--- src/rtl/sec_filt_pkg.sv ---
// Package: shared types for the per-block security filter.
// Assumes a 16-bit master ID and a 32-bit fault information word.
package sec_filt_pkg;
    localparam int MID_W = 16;

    // Layout of the fault information word; upper bits are reserved zero.
    typedef struct packed {
        logic [13:0]      rsvd;
        logic             lut_bit;
        logic             nonsec;
        logic [MID_W-1:0] master;
    } fault_info_t;
endpackage

--- src/rtl/sec_blk_decode.sv ---
// Block decode: splits an address into the table word index and the bit
// index, and picks the block's security bit from the returned table word.
// Assumes BLK_BYTES is a power of two of at least 32.
module sec_blk_decode #(
    parameter int ADDR_W    = 20,
    parameter int BLK_BYTES = 256
) (
    input  logic [ADDR_W-1:0]                         addr,
    input  logic [31:0]                               lut_word,
    output logic [ADDR_W-$clog2(BLK_BYTES)-6:0]       word_idx,
    output logic                                      blk_bit
);
    localparam int BLK_SH = $clog2(BLK_BYTES);
    localparam int WIDX_W = ADDR_W - BLK_SH - 5;

    logic [4:0] bit_idx;

    // Parameter sanity: power-of-two block size, at least 32 bytes.
    initial begin
        a_r1_blk_size: assert (BLK_BYTES >= 32 && (1 << BLK_SH) == BLK_BYTES && WIDX_W >= 1)
            else $error("bad block size parameter");
    end

    // Address slicing and bit select.
    always_comb begin
        word_idx = addr[ADDR_W-1 -: WIDX_W];
        bit_idx  = addr[BLK_SH+4:BLK_SH];
        blk_bit  = lut_word[bit_idx];
    end
endmodule

--- src/rtl/sec_local_resp.sv ---
// Local responder: answers a refused access one cycle after acceptance with
// zero data and an error flag taken from the control input at acceptance.
// Assumes the downstream response never coincides with a local response.
module sec_local_resp (
    input  logic clk,
    input  logic rst_n,
    input  logic fire,
    input  logic err_en,
    output logic rsp_valid,
    output logic rsp_err
);
    // Register the local response for the data phase.
    always_ff @(posedge clk) begin
        if (!rst_n) begin
            rsp_valid <= 1'b0;
            rsp_err   <= 1'b0;
        end else begin
            rsp_valid <= fire;
            rsp_err   <= fire & err_en;
        end
    end
endmodule

--- src/rtl/sec_fault_log.sv ---
// Fault log: holds the address and information word of the first refused
// access; capture is requested only while interrupt status is clear.
// Assumes the status bit is set by the edge on which capture happens.
module sec_fault_log
    import sec_filt_pkg::*;
#(
    parameter int ADDR_W = 20
) (
    input  logic              clk,
    input  logic              rst_n,
    input  logic              refuse,
    input  logic              irq_stat,
    input  logic [ADDR_W-1:0] addr,
    input  fault_info_t       info_in,
    output logic              set_req,
    output logic [ADDR_W-1:0] fault_addr,
    output fault_info_t       fault_info
);
    // Capture only the first refusal.
    assign set_req = refuse & ~irq_stat;

    // Fault registers, cleared by reset.
    always_ff @(posedge clk) begin
        if (!rst_n) begin
            fault_addr <= '0;
            fault_info <= '0;
        end else if (set_req) begin
            fault_addr <= addr;
            fault_info <= info_in;
        end
    end

    // while status is set the log does not move.
    a_r7_log_held: assert property (@(posedge clk) disable iff (!rst_n)
        irq_stat |=> ($stable(fault_addr) && $stable(fault_info)));
endmodule

--- src/rtl/sec_block_filter.sv ---
// Per-block security filter: forwards requests whose security world matches
// the addressed block's table bit, answers the rest locally and logs the
// first refusal. Assumes downstream answers in the cycle after acceptance.
module sec_block_filter
    import sec_filt_pkg::*;
#(
    parameter int ADDR_W    = 20,
    parameter int DATA_W    = 32,
    parameter int BLK_BYTES = 256
) (
    input  logic                                clk,
    input  logic                                rst_n,
    input  logic                                up_req,
    input  logic [ADDR_W-1:0]                   up_addr,
    input  logic                                up_write,
    input  logic [DATA_W-1:0]                   up_wdata,
    input  logic                                up_nonsec,
    input  logic                                up_attr_unknown,
    input  logic [15:0]                         up_master,
    output logic                                up_ready,
    output logic                                up_rsp_valid,
    output logic                                up_rsp_err,
    output logic [DATA_W-1:0]                   up_rdata,
    output logic                                dn_req,
    output logic [ADDR_W-1:0]                   dn_addr,
    output logic                                dn_write,
    output logic [DATA_W-1:0]                   dn_wdata,
    input  logic                                dn_ready,
    input  logic                                dn_rsp_valid,
    input  logic                                dn_rsp_err,
    input  logic [DATA_W-1:0]                   dn_rdata,
    output logic [ADDR_W-$clog2(BLK_BYTES)-6:0] lut_rd_idx,
    input  logic [31:0]                         lut_rd_word,
    input  logic                                err_resp_en,
    input  logic                                irq_stat,
    output logic                                irq_set,
    output logic [ADDR_W-1:0]                   fault_addr,
    output logic [31:0]                         fault_info
);
    logic        blk_bit;
    logic        eff_ns;
    logic        pass;
    logic        refuse;
    logic        loc_valid;
    logic        loc_err;
    fault_info_t info_now;
    fault_info_t info_q;

    // Table lookup for the current address.
    sec_blk_decode #(.ADDR_W(ADDR_W), .BLK_BYTES(BLK_BYTES)) u_dec (
        .addr     (up_addr),
        .lut_word (lut_rd_word),
        .word_idx (lut_rd_idx),
        .blk_bit  (blk_bit)
    );

    // World judgement: unknown attributes count as secure.
    always_comb begin
        eff_ns = up_nonsec & ~up_attr_unknown;
        pass   = (blk_bit == eff_ns);
        refuse = up_req & ~pass;
    end

    // Forwarding path and acceptance.
    always_comb begin
        dn_req   = up_req & pass;
        dn_addr  = up_addr;
        dn_write = up_write;
        dn_wdata = up_wdata;
        up_ready = pass ? dn_ready : 1'b1;
    end

    // Fault information word assembled from the request.
    always_comb begin
        info_now         = '0;
        info_now.master  = up_master;
        info_now.nonsec  = eff_ns;
        info_now.lut_bit = blk_bit;
    end

    sec_local_resp u_loc (
        .clk       (clk),
        .rst_n     (rst_n),
        .fire      (refuse),
        .err_en    (err_resp_en),
        .rsp_valid (loc_valid),
        .rsp_err   (loc_err)
    );

    sec_fault_log #(.ADDR_W(ADDR_W)) u_log (
        .clk        (clk),
        .rst_n      (rst_n),
        .refuse     (refuse),
        .irq_stat   (irq_stat),
        .addr       (up_addr),
        .info_in    (info_now),
        .set_req    (irq_set),
        .fault_addr (fault_addr),
        .fault_info (info_q)
    );

    assign fault_info = info_q;

    // Response mux: local answer has zero data.
    always_comb begin
        up_rsp_valid = loc_valid | dn_rsp_valid;
        up_rsp_err   = loc_valid ? loc_err : dn_rsp_err;
        up_rdata     = loc_valid ? '0 : dn_rdata;
    end

    // a request that is not forwarded is answered locally next cycle.
    a_r5_local_answer: assert property (@(posedge clk) disable iff (!rst_n)
        (up_req && !dn_req) |=> (up_rsp_valid && up_rdata == '0));

    // a refused request never stalls the master.
    a_r5_no_stall: assert property (@(posedge clk) disable iff (!rst_n)
        (up_req && !dn_req) |-> up_ready);

    // a set request leaves the address in the log.
    a_r6_capture: assert property (@(posedge clk) disable iff (!rst_n)
        irq_set |=> (fault_addr == $past(up_addr)));

    // idle master causes neither traffic nor interrupt.
    a_r9_idle: assert property (@(posedge clk) disable iff (!rst_n)
        !up_req |-> (!dn_req && !irq_set));

    // no set request while status already set.
    a_r7_no_reset_req: assert property (@(posedge clk) disable iff (!rst_n)
        irq_stat |-> !irq_set);
endmodule

--- config.mk ---
export PLATFORM = sky130hd
export DESIGN_NAME = sec_block_filter
export DESIGN_NICKNAME = d
export VERILOG_FILES = /design/src/rtl/sec_filt_pkg.sv /design/src/rtl/sec_blk_decode.sv /design/src/rtl/sec_local_resp.sv /design/src/rtl/sec_fault_log.sv /design/src/rtl/sec_block_filter.sv
export SDC_FILE = /design/constraint.sdc
export NUM_CORES = 1
export LEC_CHECK = 0
export BUFFER_PORTS_ARGS = -buffer_cell sky130_fd_sc_hd__clkbuf_2
export CAP_MARGIN = 25
export CORE_AREA = 5 5 112 114
export DETAILED_ROUTE_END_ITERATION = 10
export DIE_AREA = 0 0 117 119
export HOLD_SLACK_MARGIN = 0.03
export MAX_ROUTING_LAYER = met4
export PLACE_DENSITY = 0.64
export SLEW_MARGIN = 25
export SYNTH_ARGS = -nofsm -noshare
export SYNTH_HDL_FRONTEND = slang
export SYNTH_SLANG_ARGS = --single-unit
export TNS_END_PERCENT = 50
--- constraint.sdc ---
create_clock -name clk -period 2 [get_ports clk]
set_clock_uncertainty 0.2 [all_clocks]
set_input_delay 0.1 -clock clk [delete_from_list [all_inputs] [get_ports clk]]
set_output_delay 0.1 -clock clk [all_outputs]
set_load 0.02 [all_outputs]
* Yosys cells after proc, flatten, opt, wreduce, memory -nomap -nowiden
Index checks and enable logic that the tools add are counted.
** Cells by class
- Reduce and logical (&&, ||, !) cells :: 0
- Mux-type cells :: 5
- Order comparisons :: 1
- Eq/ne operators :: 1
- Divide/modulo/power cells :: 0
- Add/subtract/negate cells :: 0
- $mul :: 0
- Shift-type cells :: 0
- Bitwise operators :: 9
** Operators with widths (count)
- $mux W32 :: 1
- $lt A5 B6 Y1 const B :: 1
- $and A1 B1 Y1 :: 5
- $bmux W1 S5 :: 1
- $mux W1 :: 3
- $not A1 Y1 :: 3
- $eq A1 B1 Y1 :: 1
- $or A1 B1 Y1 :: 1
** Word-level totals
- Input port bits :: 143
- Memory bits (read-only) :: 0
- Latch bits :: 0
- RAM bits :: 0
- Memories kept :: 0
- Register bits :: 40
- Output and inout port bits :: 149

* Longest topological paths before layout
Gate-level depths: netlist of run 1.
- Word-level depth :: 6
- Mapped depth :: 11
- Mapped depth without buffers :: 7

* Hierarchy
From an unflattened synthesis of run 1, not the netlist that was laid out.
** Second synthesis, totals
- Cell total of the unflattened synthesis :: 379
- Area, all modules :: 3324.4 µm²
** Modules (own cells, without submodules)
- sec_fault_log :: cells an instance 227, times used 1, area each 2192.1 µm², sequential area each 1041.0 µm²
- sec_block_filter :: cells an instance 100, times used 1, area each 701.9 µm², sequential area each 0.0 µm²
- sec_blk_decode :: cells an instance 48, times used 1, area each 377.9 µm², sequential area each 0.0 µm²
- sec_local_resp :: cells an instance 4, times used 1, area each 52.6 µm², sequential area each 40.0 µm²

* Worst setup path after synthesis of run 1
Ideal clock, no wire load.
- Path kind :: input port to flip-flop
- From :: input port up_addr[9]
- To :: register u_log.fault_addr[11]
- Data arrival time :: 1786 ps
- Setup time :: 119 ps
- Stages on the path :: 9
- Required time :: 1681 ps
- Path buffers :: 4
- Slack :: -105 ps
- Path through :: buf_6 > buf_12 > mux2i_1 > a211oi_2 > a311oi_4 > mux2_4 > buf_12 > buf_12 > mux2i_1
** On the way
- Longest elaborated chain between the ends :: 6
** RTL lines
- start, declared :: RTL line sec_block_filter.sv:14 : input logic [ADDR_W-1:0] up_addr,
- $bmux W1 S5 :: RTL line sec_blk_decode.sv:28 : blk_bit = lut_word[bit_idx];
- $mux W1 (not written as such) :: RTL line sec_blk_decode.sv:28
- $eq A1 B1 Y1 :: RTL line sec_block_filter.sv:60 : pass = (blk_bit == eff_ns);
- $not A1 Y1 :: RTL line sec_block_filter.sv:61 : refuse = up_req & ~pass;
- $and A1 B1 Y1 :: RTL line sec_block_filter.sv:61
- $and A1 B1 Y1 :: RTL line sec_fault_log.sv:20 : assign set_req = refuse & ~irq_stat;
- net irq_set :: RTL line sec_block_filter.sv:36 : output logic irq_set,
- end signal, assigned :: RTL line sec_fault_log.sv:28 : fault_addr <= addr;
- end, declared :: RTL line sec_fault_log.sv:16 : output logic [ADDR_W-1:0] fault_addr,
The timed path passes the listed nets, and every way through them passes these cells. The select of a mux whose other input is x is not followed.
A chain may end at the register's enable or synchronous reset.

* Worst setup path after layout of run 1
- From :: input port up_addr[9]
- To :: output port up_ready
** On the way
- Longest elaborated chain between the ends :: 4
** RTL lines
- $bmux W1 S5 :: RTL line sec_blk_decode.sv:28
- $mux W1 (not written as such) :: RTL line sec_blk_decode.sv:28
- $eq A1 B1 Y1 :: RTL line sec_block_filter.sv:60
- $mux W1 :: RTL line sec_block_filter.sv:70 : up_ready = pass ? dn_ready : 1'b1;
- end, declared :: RTL line sec_block_filter.sv:20 : output logic up_ready,
Every way passes these cells. The select of a mux whose other input is x is not followed.

==> impl_metrics.ini, run 1 <==
[clock_tree]
cts_tree = built
clock_insertion_delay_worst_skew_ns = 0.28
cts_buffers = 5
cts.reportedPaths.clkPinSlew_ns = 0.06
cts_buffer_depth = 2
root_cell_of_the_clock_tree = sky130_fd_sc_hd__clkbuf_16
htreeDepth = 2
tritoncts_num_sinks = 40

[route]
wire_per_inst_um = 16.6
post-route-drc-count = 0
wirelength_mm = 11.7
vias = 2970
drt_first_pass_iters = 4
drt_first_iter_violations = 46
postRouteAntennaNets = 0
avgViaCountPerCell = 4.19

[sta]
max-slew-margin-rel_pct = 59.8
finalSetupTns_ns = -0.215
report.final.setup_viol = 3
finalMaxSlewViolations = 0
hold_slack_ns = 0.109
tightestPinTransition_ns = 0.602
final_critical_path_setup_slack_ns = -0.0891
rsz0062_at_grt = yes
hold_violations = 0
finalCriticalPeriod_ns = 2.09
clock.fmax_mhz = 479
finalCritPeriodShare_pct = 104

[floorplanning]
floorplan.die.width_um = 117
initial_utilization_pct = 24.7
core_area_um2 = 11300
io_pins = 292
die_height_um = 119
std_cell_rows = 39
die_area_um2 = 13900

[global_routing]
first_pass_grt_wire_length_mm = 16.6
grt_pass1_vias = 3154
global_route.usage.total_pct = 15.8
grt_start_max_net_pins = 44
grt_overflow_total = 0
antenna_found_initial = 0

[cells_and_area]
layout.cells.most_common = sky130_fd_sc_hd__clkbuf_2
layout-drive-gt1-share_pct = 45.4
antennaDiodeCount = 0
fin_cells = 709
area.growth.synth_to_final_pct = 66.7
layout.cells.most_common_list = sky130_fd_sc_hd__clkbuf_2 (207), sky130_fd_sc_hd__nand2_1 (77), sky130_fd_sc_hd__dlygate4sd3_1 (70)
nNetsFinal = 708

[yosys]
mappedNetlistArea_um2 = 2800
synth-async-reset-ratio_pct = 0
syn-instance-count = 330
yosys.cell_types.count = 32
synth_enable_flop_cells = 0
synth.ff_latch_count = 40
synth_top_area_share_pct = 28.6
yosysWarnings = 0
synth_top_area_cell = sky130_fd_sc_hd__dfxtp_1
ys_top_cells_by_area = sky130_fd_sc_hd__dfxtp_1 (29%), sky130_fd_sc_hd__buf_4 (20%), sky130_fd_sc_hd__mux2i_1 (19%)
synth.avg_cell_area_um2 = 8.47
synth_top_flop_cell = sky130_fd_sc_hd__dfxtp_1
synth.yosys.seq_area_share_pct = 28.6

[pwr]
powerDensity_nw_per_um2 = 613
finalPower_mw = 2.86
switching_share_pct = 31.4
ir_worst_vdd_v = 0.000414
pwr-share-seq_pct = 30.2
pwr-share-comb_pct = 35.8
net-switching-power_mw = 0.898
p_leak_nw = 2.33
power.internal_mw = 1.96
clock_power_share_pct = 34.0

[placed_design]
dp.final_hpwl_mm = 8.82
dpl.cell_count = 621
place.port_buffers = 211
place_worst_setup_slack_ns = -0.260
gp_congestion = 0.748

[critical_path]
crit_path_start_kind = primary input
worst_setup_path_startpoint = up_addr[9]
regToRegSetupSlack_ns = 1.02
crit_path_end = up_ready
worstReg2RegStart = u_log.fault_info[17]
crit_fanout = 4
worstSetupPathType = in -> out
worstPathRequired_ns = 1.70
regToRegEndpoint = u_log.fault_info[17]
cp.arrival_ns = 1.79
timing.reg2reg.worst_path_depth = 3
setup.worst_path.end_class = primary output

[flow_run]
max_cap_viols = 0

[worst_hold_path]
min-delay-path-class = in -> reg

[status]
violated_checks = setup timing
status = complete, but fails checks
==> cell families (layout without fill, tap and decap cells) <==
kind of cell / after synthesis / count (layout) / share of synthesized area, %
multiplexers: 54 / 54 / 19.6
AO/OA/AOI/OAI: 13 / 13 / 4.16
XOR/XNOR: 1 / 1 / 0.313
flip-flops: 40 / 40 / 28.6
buffers and inverters: 92 / 315 / 25.5
other: 1 / 14 / 0.134
AND/OR/NAND/NOR: 129 / 129 / 21.7
==> area by class of cell <==
cell class	instances	area, µm²
Inverter	1	3.75
Tap cell	143	179
Sequential cell	40	801
Timing Repair Buffer	306	2130
Clock buffer	7	153
Clock inverter	1	30.0
Fill cell	1116	6660
Multi-Input combinational cell	211	1360
==> sequential cells by signal, indices dropped and copies added, names as in the netlist <==
register,flops
u_loc.rsp_err,1
u_loc.rsp_valid,1
u_log.fault_addr,20
u_log.fault_info,18
==> worst max-delay path, cell delays in order <==
cell and delay, ns:
sky130_fd_sc_hd__clkbuf_16 0.12, sky130_fd_sc_hd__buf_6 0.10, sky130_fd_sc_hd__mux2i_1 0.20, sky130_fd_sc_hd__a22oi_1 0.09, sky130_fd_sc_hd__nand4b_1 0.14, sky130_fd_sc_hd__a21oi_2 0.06
sky130_fd_sc_hd__a311oi_4 0.35, sky130_fd_sc_hd__buf_6 0.17, sky130_fd_sc_hd__xnor2_4 0.07, sky130_fd_sc_hd__or2_4 0.26, sky130_fd_sc_hd__buf_8 0.13
==> per-layer routing <==
metal	GRT usage [%]	share of wire (%)	vias up
met1	14.4	32	1347
met3	3.30	8.6	22
met4	5.52	3.2	0
li1	-	-	1440
met5	-	0	-
met2	31.2	56	161
==> worst min-delay path by stage <==
stage                         start              endpoint  slack, ns  cells past startpoint
floorplan                up_addr[0]   u_log.fault_addr[0]       0.04                      2
global placement       up_wdata[19]          dn_wdata[19]     0.0001                      0
detailed placement     up_wdata[19]          dn_wdata[19]     0.0001                      0
CTS                 up_attr_unknown  u_log.fault_info[16]       0.09                      4
global route        up_attr_unknown  u_log.fault_info[16]       0.12                      4
finish                     irq_stat  u_log.fault_info[16]       0.11                      4
==> repair_timing <==
| item | 4_1_cts | 5_1_grt |
|---|---|---|
| pin swaps | 6 | 6 |
| gates cloned | 1 | 2 |
| buffers inserted | 7 | 0 |
| gates resized for setup | 19 | 13 |
| endpoints found under the setup margin | 3 | 39 |
| hold buffers | 70 | 0 |
| hold endpoints to repair | 70 | 0 |
==> power groups by stage <==
stage | clock network (mW) | logic (mW) | registers (mW)
3_3_place_gp | 0 | 0.758 | 0.879
6_report | 0.971 | 1.02 | 0.864
5_1_grt | 1.04 | 1.10 | 0.869
3_5_place_dp | 0 | 0.767 | 0.880
4_1_cts | 1.00 | 0.999 | 0.863
2_1_floorplan | 0 | 0.564 | 0.927
==> Yosys cell counts (all sizes together) (2+ instances only) <==
library cell and n:
nand3 2, dfxtp 40, nand2 78, nor2 3, nand2b 2, mux2 2
or2 2, and2 2, buf 80, a22oi 4, nor2b 36, a21oi 3
o21ai 2, clkbuf 11, mux2i 52
==> through the flow <==
step / util, % / area (µm²)
after floorplan: - / 2850
after global placement: 30.9 / 3500
after detailed placement: 30.9 / 3500
after CTS: 40.4 / 4570
after global routing: 41.2 / 4660
final: 41.2 / 4660
(Power assumes the default switching activity.)
==> run 2, diff against run 1 <==
- RECOVER_POWER: not set -> 50
==> run 2 against run 1 <==
Net effect:
- sequential share of layout area rose by 0.16 points
- largest cell class unchanged
- cell count is the same
- via count unchanged
- count of clock-buffer cells in the layout unchanged
- sequential power about the same
- die area did not move
- critical endpoint unchanged
- worst hold slack hardly changed
- maximum frequency down 0.19%
- the flow still finishes with violations (setup timing)
==> impl_metrics.ini, run 2 (same netlist as run 1, synthesis figures left out) <==
[worst_hold_path]
min-delay-path-class = in -> reg
timing.hold.worst_path_depth = 4
hold-path-endpoint = u_log.fault_info[16]
hold_path_startpoint = irq_stat

[status]
status = complete, but fails checks
violated_checks = setup timing

[placed_design]
dpl.cell_count = 621
placement.cell_area_um2 = 3500
dp.final_hpwl_mm = 8.82
place.port_buffers = 211
gp_congestion = 0.748

[sta]
rsz0062_at_grt = yes
hold_violations = 0
finalMaxSlewViolations = 0
finalCritPeriodShare_pct = 105
hold_slack_ns = 0.109
report.final.setup_viol = 3
final_critical_path_setup_slack_ns = -0.0931
tightestPinTransition_ns = 0.602
clock.fmax_mhz = 478
max-slew-margin-rel_pct = 59.8
finalCriticalPeriod_ns = 2.09

[critical_path]
max_stage_delay_ns = 0.35
crit_family = buffers and inverters
cpMaxStageDelayCell = sky130_fd_sc_hd__a311oi_4
cp.arrival_ns = 1.79
timing.reg2reg.worst_path_depth = 3
setup.worst_path.end_class = primary output
crit_chain = clkbuf_16 > buf_6 > mux2i_1 > a22oi_1 > nand4b_1 > a21oi_2 > a311oi_4 > buf_6 > xnor2_4 > or2_4 > buf_8
worstPathRequired_ns = 1.70
regToRegEndpoint = u_log.fault_info[17]
crit_fanout = 4
worstReg2RegStart = u_log.fault_info[17]
critical_path_buf_inv_count = 4
path_common_cell = sky130_fd_sc_hd__buf_6
regToRegSetupSlack_ns = 1.02
worstSetupPathType = in -> out
crit_path_start_kind = primary input

[route]
drt_first_iter_violations = 56
wire_per_inst_um = 16.6
wirelength_mm = 11.8
drt_first_pass_iters = 4
vias = 2970
avgViaCountPerCell = 4.19
postRouteAntennaNets = 0
post-route-drc-count = 0

[pwr]
ir_worst_vdd_v = 0.000412
finalPower_mw = 2.85
p_leak_nw = 2.21
powerDensity_nw_per_um2 = 617

[floorplanning]
std_cell_rows = 39
floorplan.die.width_um = 117
io_pins = 292
initial_utilization_pct = 24.7
core_area_um2 = 11300
die_area_um2 = 13900
die_height_um = 119

[cells_and_area]
layout.cells.most_common = sky130_fd_sc_hd__clkbuf_2
fin_cells = 709
top_register = u_log.fault_addr
antennaDiodeCount = 0
multiInputGateArea_um2 = 1360
seq_area_um2 = 801
largestRegisters = u_log.fault_addr x20, u_log.fault_info x18
area.growth.synth_to_final_pct = 65.1
post_route_standard_cell_area_excluding_fillers_um2 = 4620
nNetsFinal = 708
num-fill-cells = 1136
final_core_util_pct = 40.8
layout.cells.most_common_list = sky130_fd_sc_hd__clkbuf_2 (172), sky130_fd_sc_hd__nand2_1 (77), sky130_fd_sc_hd__dlygate4sd3_1 (70)
largest_register_ff_count = 20
layout-drive-gt1-share_pct = 39.2

[global_routing]
global_route.usage.total_pct = 15.8
grt_start_max_net_pins = 44
grt_overflow_total = 0
first_pass_grt_wire_length_mm = 16.6
grt_pass1_vias = 3154
antenna_found_initial = 0

[clock_tree]
tritoncts_num_sinks = 40
htreeDepth = 2
cts_buffers = 5
root_cell_of_the_clock_tree = sky130_fd_sc_hd__clkbuf_16
cts_buffer_depth = 2
cts.reportedPaths.clkPinSlew_ns = 0.06
clock_insertion_delay_worst_skew_ns = 0.28
cts_tree = built

[flow_run]
max_cap_viols = 0
run 2: cell counts in the layout (fill, tap and decap cells not counted):
No cell type changed its count.
run 2: worst max-delay path by stage:
| stage | cells past startpoint | startpoint | slack [ns] | end |
|---|---|---|---|---|
| after CTS | 11 | up_addr[9] | -0.15 | up_ready |
| after global placement | 10 | up_addr[9] | -0.17 | irq_set |
| after global routing | 11 | up_addr[9] | -0.17 | up_ready |
| after detailed placement | 10 | up_addr[9] | -0.26 | u_log.fault_info[2] |
| after floorplan | 11 | up_addr[9] | -0.07 | u_log.fault_addr[11] |
| final | 11 | up_addr[9] | -0.09 | up_ready |
run 2: power by group:
part | leakage [nW] | internal [mW] | switching [mW]
logic | 1.80 | 0.452 | 0.560
clock network | 0.0901 | 0.657 | 0.316
registers | 0.325 | 0.840 | 0.0234
run 2: layout make-up:
| class | count | share of cell area, % |
|---|---|---|
| Tap cell | 143 | 3.87 |
| Timing Repair Buffer | 306 | 45.2 |
| Sequential cell | 40 | 17.3 |
| Inverter | 1 | 0.0813 |
| Clock buffer | 7 | 3.31 |
| Multi-Input combinational cell | 211 | 29.5 |
| Clock inverter | 1 | 0.650 |
run 2: repair_timing:
| item | in CTS | in global routing |
|---|---|---|
| pin swaps | 6 | 6 |
| endpoints found under the setup margin | 3 | 39 |
| buffers inserted | 7 | 0 |
| gates cloned | 1 | 2 |
| gates resized for setup | 19 | 13 |
| hold endpoints to repair | 70 | 0 |
| hold buffers | 70 | 0 |
run 2: worst min-delay path, delay by kind of cell:
kind	cells	cell delay, ns
buf+inv	1	0.08
simple gates	1	0.13
compound gates	2	0.23
run 2: per-stage QoR:
stage,worst slack (ns),TNS [ns]
final,-0.0931,-0.227
after global routing,-0.173,-1.48
after CTS,-0.150,-0.360
after detailed placement,-0.260,-9.37
after global placement,-0.173,-6.08
after floorplan,-0.0708,-1.84
run 2: metal layers:
layer	wire length, µm	global-route usage (%)
met5	0	-
met4	384	5.52
met2	6530	31.2
met3	968	3.30
met1	3880	14.4
==> run 3, diff against run 2 <==
- CELL_PAD_IN_SITES_DETAIL_PLACEMENT: not set -> 0
- CELL_PAD_IN_SITES_GLOBAL_PLACEMENT: not set -> 2
- CORE_AREA: 5 5 112 114 -> not set
- CORE_ASPECT_RATIO: not set -> 1.25
- CORE_MARGIN: not set -> 5
- CORE_UTILIZATION: not set -> 15
- DIE_AREA: 0 0 117 119 -> not set
- PLACE_DENSITY: 0.64 -> 0.79
==> run 3 against run 2 <==
Net effect:
- the run still ends with setup timing left
- setup slack worse by 0.017 ns
- non-clock buffer count grew 3
- power barely moved
- clock power grew 4%
- flip-flop and latch count did not move
- largest power group is now the clock network
==> impl_metrics.ini, run 3 (same netlist as run 1, synthesis figures left out) <==
[route]
drt_first_iter_violations = 79
wirelength_mm = 10.4
wire_per_inst_um = 13.0
post-route-drc-count = 0
drt_first_pass_iters = 4
avgViaCountPerCell = 3.65
vias = 2906
postRouteAntennaNets = 0

[placed_design]
dp.final_hpwl_mm = 7.13
gp_congestion = 0.802
place.port_buffers = 211
placement.cell_area_um2 = 3650

[status]
status = complete, but fails checks
violated_checks = setup timing

[cells_and_area]
post_route_standard_cell_area_excluding_fillers_um2 = 4720
largestRegisters = u_log.fault_addr x20, u_log.fault_info x18
final_core_util_pct = 25.9
layout.cells.most_common_list = sky130_fd_sc_hd__clkbuf_2 (173), sky130_fd_sc_hd__nand2_1 (78), sky130_fd_sc_hd__dlygate4sd3_1 (71)
layout-drive-gt1-share_pct = 39.5
top_register = u_log.fault_addr
layout.cells.most_common = sky130_fd_sc_hd__clkbuf_2
largest_register_ff_count = 20
antennaDiodeCount = 0
nNetsFinal = 711
area.growth.synth_to_final_pct = 68.7

[global_routing]
grt_start_max_net_pins = 41
grt_pass1_vias = 3003
antenna_found_initial = 0
global_route.usage.total_pct = 9.17
grt_overflow_total = 0
first_pass_grt_wire_length_mm = 15.6

[critical_path]
setup.worst_path.end_class = primary output
crit_path_start_kind = primary input
cp.arrival_ns = 1.81
crit_fanout = 8
worstSetupPathType = in -> out
worstPathRequired_ns = 1.70

[pwr]
p_leak_nw = 2.21
finalPower_mw = 2.85
ir_worst_vdd_v = 0.000297
powerDensity_nw_per_um2 = 604

[clock_tree]
clock_insertion_delay_worst_skew_ns = 0.29
cts_tree = built
tritoncts_num_sinks = 40
cts_buffer_depth = 2
cts_buffers = 5
cts.reportedPaths.clkPinSlew_ns = 0.06
htreeDepth = 2
root_cell_of_the_clock_tree = sky130_fd_sc_hd__clkbuf_16

[floorplanning]
initial_utilization_pct = 15.3
core_area_um2 = 18200
die_height_um = 163
io_pins = 292
std_cell_rows = 55
die_area_um2 = 21500
floorplan.die.width_um = 132

[sta]
rsz0062_at_grt = yes
final_critical_path_setup_slack_ns = -0.111
finalMaxSlewViolations = 0
finalCritPeriodShare_pct = 106
hold_violations = 0
finalCriticalPeriod_ns = 2.11
report.final.setup_viol = 2
clock.fmax_mhz = 474

[worst_hold_path]
min-delay-path-class = in -> reg

[flow_run]
max_cap_viols = 0
==> run 3: power by group <==
| part | leakage, nW | total [mW] | internal, mW | switching, mW |
|---|---|---|---|---|
| sequential | 0.325 | 0.866 | 0.839 | 0.0266 |
| combinational | 1.80 | 0.970 | 0.444 | 0.526 |
| clock | 0.0901 | 1.01 | 0.658 | 0.356 |
| total | 2.21 | 2.85 | 1.94 | 0.908 |
==> run 3: layout make-up <==
cell class,instances,area [µm²]
multi-input combinational,211,1370
sequential,40,801
clock inverter,1,30.0
clock buffer,7,153
tap,228,285
fill,2008,13500
inverter,1,3.75
timing repair buffer,309,2080
==> run 3: final timing paths <==
check / start / depth (start not counted) / slack [ns] / to
setup / recovery: up_addr[9] / 12 / -0.11 / up_ready
setup reg to reg: u_log.fault_info[17] / 3 / 1.04 / u_log.fault_info[17]
hold reg to reg: u_log.fault_info[10] / 2 / 0.25 / u_log.fault_info[10]
hold / removal: up_attr_unknown / 4 / 0.08 / u_log.fault_info[16]
==> run 3: worst max-delay path: stages <==
cell and delay (ns):
sky130_fd_sc_hd__buf_8 0.10, sky130_fd_sc_hd__buf_12 0.13, sky130_fd_sc_hd__buf_8 0.13, sky130_fd_sc_hd__mux2i_1 0.12
sky130_fd_sc_hd__a22oi_1 0.18, sky130_fd_sc_hd__nand4b_1 0.13, sky130_fd_sc_hd__a21oi_2 0.17, sky130_fd_sc_hd__a311oi_4 0.06
sky130_fd_sc_hd__buf_6 0.17, sky130_fd_sc_hd__xnor2_4 0.14, sky130_fd_sc_hd__or2_1 0.22, sky130_fd_sc_hd__clkbuf_8 0.15
==> run 3: repair_timing <==
item / CTS / global route
cloned: 0 / 3
setup endpoints to repair: 3 / 39
pin swaps: 2 / 0
hold buffers: 71 / 0
setup buffers: 6 / 1
hold endpoints to repair: 71 / 0
gates resized for setup: 18 / 12
==> run 3: metal layers <==
layer	routed length (µm)	global-route usage, %
met1	3620	9.11
met2	5620	17.0
met3	947	2.97
met4	184	2.85
met5	0	-
==> run 3: per-stage QoR <==
step	worst slack [ns]	hold slack [ns]	std cells	TNS (ns)
floorplan	-0.0708	0.0422	343	-1.84
global placement	-0.156	0.000137	709	-5.39
detailed placement	-0.179	0.000137	709	-6.22
CTS	-0.141	0.0361	794	-0.573
global route	-0.203	0.121	797	-1.78
finish	-0.111	0.0783	797	-0.213
